### src/rtl/pwm_glb_pkg.sv
// Package: shared register indices and address geometry for the PWM
// global control section. Assumes 32-bit word-aligned registers.
package pwm_glb_pkg;

    localparam int NREG     = 8;               // registers in the global window
    localparam int IDX_LSB  = 2;               // byte-to-word shift
    localparam int IDX_W    = $clog2(NREG);    // bits selecting a register
    localparam int WIN_BITS = IDX_LSB + IDX_W; // span of the global window
    localparam int DATA_W   = 32;

    typedef enum logic [IDX_W-1:0] {
        RG_MODE = 3'd0,   // mode word
        RG_ENA  = 3'd1,   // channel set
        RG_DIS  = 3'd2,   // channel clear
        RG_STAT = 3'd3,   // channel status
        RG_IEN  = 3'd4,   // mask set
        RG_IDS  = 3'd5,   // mask clear
        RG_IMSK = 3'd6,   // mask readback
        RG_ISTS = 3'd7    // pending, clear on read
    } reg_idx_e;

endpackage

### src/rtl/pwm_glb_decode.sv
// Module: address decoder. Turns one bus access into one-hot read and
// write strobes, one per global register. Assumes word-aligned accesses;
// an access with nonzero low bits, or one outside the global window,
// produces no strobe.
module pwm_glb_decode
    import pwm_glb_pkg::*;
#(
    parameter int ADDR_W = 12
) (
    input  logic              bus_wr,
    input  logic              bus_rd,
    input  logic [ADDR_W-1:0] bus_addr,
    output logic [NREG-1:0]   wr_hit,
    output logic [NREG-1:0]   rd_hit
);

    localparam int HI_W = ADDR_W - WIN_BITS;

    logic             in_win;
    logic [IDX_W-1:0] idx;

    // Qualify the address: upper bits zero, word aligned.
    always_comb begin
        in_win = (bus_addr[ADDR_W-1:WIN_BITS] == HI_W'(0)) &&
                 (bus_addr[IDX_LSB-1:0] == IDX_LSB'(0));
        idx    = bus_addr[WIN_BITS-1:IDX_LSB];
    end

    // One strobe pair per register.
    for (genvar g = 0; g < NREG; g++) begin : g_hit
        assign wr_hit[g] = bus_wr && in_win && (idx == IDX_W'(g));
        assign rd_hit[g] = bus_rd && in_win && (idx == IDX_W'(g));
    end

endmodule

### src/rtl/pwm_glb_setclr.sv
// Module: a bit vector changed only through set and clear strobes.
// A 1 in the set data sets that bit, and a 1 in the clear data clears it.
// Assumes set and clear are not both asserted for the same bit;
// if they are, clear wins.
module pwm_glb_setclr #(
    parameter int W = 4
) (
    input  logic         clk,
    input  logic         rst_n,
    input  logic         set_stb,
    input  logic [W-1:0] set_bits,
    input  logic         clr_stb,
    input  logic [W-1:0] clr_bits,
    output logic [W-1:0] q
);

    logic [W-1:0] set_m;
    logic [W-1:0] clr_m;

    // Gate the data with the strobes.
    always_comb begin
        set_m = set_stb ? set_bits : '0;
        clr_m = clr_stb ? clr_bits : '0;
    end

    // Register update: set first, then clear.
    always_ff @(posedge clk) begin
        if (!rst_n) q <= '0;
        else        q <= (q | set_m) & ~clr_m;
    end

endmodule

### src/rtl/pwm_glb_evtlatch.sv
// Module: per-channel pending latch and combined interrupt.
// An end-of-period pulse from an enabled channel sets its flag. An
// acknowledge clears only the flags present at that cycle, so a pulse
// that arrives during the acknowledge survives it.
module pwm_glb_evtlatch #(
    parameter int NCH = 4
) (
    input  logic           clk,
    input  logic           rst_n,
    input  logic [NCH-1:0] evt,
    input  logic [NCH-1:0] en,
    input  logic           ack,
    input  logic [NCH-1:0] mask,
    output logic [NCH-1:0] pend,
    output logic           irq
);

    logic [NCH-1:0] evt_q;
    logic [NCH-1:0] ack_m;

    // Qualify the pulses with the enables; build the acknowledge mask.
    always_comb begin
        evt_q = evt & en;
        ack_m = ack ? pend : '0;
    end

    // Pending flags: drop the acknowledged ones, add the new ones.
    always_ff @(posedge clk) begin
        if (!rst_n) pend <= '0;
        else        pend <= (pend & ~ack_m) | evt_q;
    end

    // Combined interrupt from the unmasked pending flags.
    always_comb irq = |(pend & mask);

endmodule

### src/rtl/pwm_glb_ctrl.sv
// Module: top of the PWM global control section. Decodes the register
// bus, holds the mode word, channel enables and interrupt mask, latches
// period events, and returns read data in the same cycle as the read.
// Assumes NCH < 32 and ADDR_W > 5.
module pwm_glb_ctrl
    import pwm_glb_pkg::*;
#(
    parameter int NCH    = 4,
    parameter int ADDR_W = 12
) (
    input  logic              clk,
    input  logic              rst_n,
    input  logic              bus_wr,
    input  logic              bus_rd,
    input  logic [ADDR_W-1:0] bus_addr,
    input  logic [31:0]       bus_wdata,
    output logic [31:0]       bus_rdata,
    input  logic [NCH-1:0]    period_evt,
    output logic [NCH-1:0]    chan_en,
    output logic [31:0]       mode_cfg,
    output logic              irq
);

    logic [NREG-1:0]   wr_hit;
    logic [NREG-1:0]   rd_hit;
    logic [NCH-1:0]    imask;
    logic [NCH-1:0]    pend;
    logic [DATA_W-1:0] mode_q;
    logic [DATA_W-1:0] rd_word [NREG];

    pwm_glb_decode #(.ADDR_W(ADDR_W)) u_dec (
        .bus_wr   (bus_wr),
        .bus_rd   (bus_rd),
        .bus_addr (bus_addr),
        .wr_hit   (wr_hit),
        .rd_hit   (rd_hit)
    );

    pwm_glb_setclr #(.W(NCH)) u_chan (
        .clk      (clk),
        .rst_n    (rst_n),
        .set_stb  (wr_hit[RG_ENA]),
        .set_bits (bus_wdata[NCH-1:0]),
        .clr_stb  (wr_hit[RG_DIS]),
        .clr_bits (bus_wdata[NCH-1:0]),
        .q        (chan_en)
    );

    pwm_glb_setclr #(.W(NCH)) u_mask (
        .clk      (clk),
        .rst_n    (rst_n),
        .set_stb  (wr_hit[RG_IEN]),
        .set_bits (bus_wdata[NCH-1:0]),
        .clr_stb  (wr_hit[RG_IDS]),
        .clr_bits (bus_wdata[NCH-1:0]),
        .q        (imask)
    );

    pwm_glb_evtlatch #(.NCH(NCH)) u_evt (
        .clk   (clk),
        .rst_n (rst_n),
        .evt   (period_evt),
        .en    (chan_en),
        .ack   (rd_hit[RG_ISTS]),
        .mask  (imask),
        .pend  (pend),
        .irq   (irq)
    );

    // Mode word storage.
    always_ff @(posedge clk) begin
        if (!rst_n)               mode_q <= '0;
        else if (wr_hit[RG_MODE]) mode_q <= bus_wdata;
    end

    assign mode_cfg = mode_q;

    // Readable view of each register; write-only ones read as zero.
    always_comb begin
        rd_word[RG_MODE] = mode_q;
        rd_word[RG_ENA]  = '0;
        rd_word[RG_DIS]  = '0;
        rd_word[RG_STAT] = DATA_W'(chan_en);
        rd_word[RG_IEN]  = '0;
        rd_word[RG_IDS]  = '0;
        rd_word[RG_IMSK] = DATA_W'(imask);
        rd_word[RG_ISTS] = DATA_W'(pend);
    end

    // Read multiplexer: OR of the selected words, zero when idle.
    always_comb begin
        bus_rdata = '0;
        for (int i = 0; i < NREG; i++) begin
            bus_rdata = bus_rdata | (rd_word[i] & {DATA_W{rd_hit[i]}});
        end
    end

endmodule

### config.mk
export PLATFORM = sky130hd
export DESIGN_NAME = pwm_glb_ctrl
export DESIGN_NICKNAME = d
export VERILOG_FILES = /design/src/rtl/pwm_glb_pkg.sv /design/src/rtl/pwm_glb_decode.sv /design/src/rtl/pwm_glb_setclr.sv /design/src/rtl/pwm_glb_evtlatch.sv /design/src/rtl/pwm_glb_ctrl.sv
export SDC_FILE = /design/constraint.sdc
export NUM_CORES = 1
export LEC_CHECK = 0
export ABC_AREA = 1
export CORE_MARGIN = 10
export CORE_UTILIZATION = 70
export CTS_BUF_LIST = sky130_fd_sc_hd__clkbuf_4
export DETAILED_ROUTE_END_ITERATION = 10
export DONT_BUFFER_PORTS = 1
export PLACE_DENSITY_LB_ADDON = 0.3
export SETUP_SLACK_MARGIN = 0.15
export SLEW_MARGIN = 20
export SYNTH_ARGS = -nofsm -noshare
export SYNTH_HDL_FRONTEND = slang
export SYNTH_HIERARCHICAL = 1
export SYNTH_SLANG_ARGS = --single-unit
### constraint.sdc
create_clock -name clk -period 3.5 [get_ports clk]
set_input_delay 0.35 -clock clk [delete_from_list [all_inputs] [get_ports clk]]
set_output_delay 0.35 -clock clk [all_outputs]
set_load 0.01 [all_outputs]
==> flow_summary_export.csv <==
group,metric,value,unit
layout,area_growth,0.814,%
timing,hold_violations,0,
timing,slew_viol_final,0,
clock_network,root_buffer,"clkbuf_4",
synthesis,synth_cells,392,
clock_network,cts_tree,"yes",
clock_network,clk_pin_slew_worst_paths,120,ps
layout,utilization,0.749,
detailed_routing,vias_per_cell,4.77,
timing,setup_viol,0,
floorplanning,dieHeight,77.4,um
clock_network,cts_buffers,5,
grt,gr-total-overflow,0,
layout,fin_nets,440,
detailed_routing,drt_iter0_drc,90,
grt,antenna_found_initial,0,
placed_design,dp_slack,1240,ps
timing,max_slew_margin,0.610,
placed_design,gp_congestion,0.879,
floorplanning,core-area,3100,sq um
setup_path,worstPathMaxFanout,20,
layout,layout_commonest_cell,"nand2_1",
floorplanning,io_pins,121,
timing,max_freq,0.439,GHz
floorplanning,num_rows,20,
power_and_ir_drop,leakage,1.30,nW
flow_run,drv_cap,0,
placed_design,dp.cells,425,
detailed_routing,ant_nets,0,
timing,finalSetupTns,0,ps
timing,post-route-worst-setup-slack,1220,ps
grt,grt_max_degree,65,
setup_path,crit_required,3150,ps
detailed_routing,routed_wl,5640,um
clock_network,cts_max_level,2,
floorplanning,start_util,0.743,
synthesis,syn_nets,444,
setup_path,startpoint_type,"input port",
timing,worstMarginPinSlew,585,ps
synthesis,avgSynthCellArea,5.88,sq um
timing,fin_crit_sh,0.652,
synthesis,ys_warn_count,6,
clock_network,cts.path.max_buffers,2,
grt,track_usage,0.181,
detailed_routing,drc_errors,0,
grt,grt_pass1_vias,1895,
setup_path,critical_path_class,"input port to output port",
synthesis,syn_area,2300,sq um
placed_design,dp_hpwl,4330,um
floorplanning,die_w,77.4,um
power_and_ir_drop,power.density,327,nW/um^2
grt,grt_pass1_wl,9150,um
placed_design,portBuffers,0,
timing,skew,4.10,ps
layout,drive_above_1_share,0.0412,
timing,rsz0062_at_grt,"no",
clock_network,ctsResizeCount,0,
min_path,hp-class,"input port to register",
status,status,"completed",
clock_network,hold_buffers,0,
detailed_routing,firstDrtPassIters,4,
floorplanning,die_area,5990,sq um
layout,final_cells,432,
detailed_routing,vias,2062,
clock_network,post_cts_buffers,0,
setup_path,worstPathArrival,1930,ps
layout,final_cell_mix,"152 x nand2_1, 81 x nor2_1, 74 x inv_1, 44 x dfxtp_1, 12 x a21oi_1",
clock_network,clkSinkCount,44,
clock_network,insertion_delay,350,ps
layout,diodes,0,
setup_path,end_kind,"output port",
detailed_routing,drt-wirelength-per-cell,13.1,um
timing,period_minus_slack,2280,ps
power_and_ir_drop,irDropWorstVdd,0.000283,V
setup_path,regToRegSetupSlack,2730,ps
## per-stage QoR
stage	cell area [sq um]	power, mW	hold WS [ps]
2_1_floorplan	2300	0.540	453
3_3_place_gp	2270	0.538	465
3_5_place_dp	2270	0.539	475
4_1_cts	2320	0.768	88.8
5_1_grt	2320	0.790	90.6
6_report	2320	0.759	112
## worst max-delay path: stages
cell and delay [ps]:
or2_1 220, nor2_2 160, nand3_2 130, nor2_2 430, buf_4 330, nand2_1 100, nand2_1 70, inv_1 40
nand2_1 100
## power by group
part	total, mW	switching (mW)	internal [mW]
sequential	0.501	0.000119	0.501
clock	0.231	0.150	0.0819
combinational	0.0270	0.0148	0.0122
## state kept, by name, indices dropped and copies added, names as in the netlist
register	count
u_chan/q	4
u_evt/pend	4
u_mask/q	4
mode_cfg	32
## metal layers
metal	track usage	up-vias	part of all wire
li1	-	1112	-
met1	0.189	866	0.39
met2	0.309	77	0.49
met3	0.100	7	0.11
met4	0.0511	0	0.0094
met5	0	-	0
## final timing paths
path                 start            end  depth (start not counted)
min                  rst_n   mode_cfg[10]                          2
min reg2reg  u_evt/pend[1]  u_evt/pend[1]                          2
max reg2reg    u_chan/q[0]  u_evt/pend[0]                          2
max            bus_addr[6]   bus_rdata[3]                          9
## cell type report
type / count / area (sq um)
multi-input cells: 260 / 1040
flip-flops and latches: 44 / 881
fillers: 297 / 779
inverters: 75 / 282
well taps: 44 / 55.1
clock buffers: 6 / 45.0
repair buffers: 2 / 15.0
clock inverters: 1 / 5.00
Note: power is estimated with default switching activity, not from simulation.
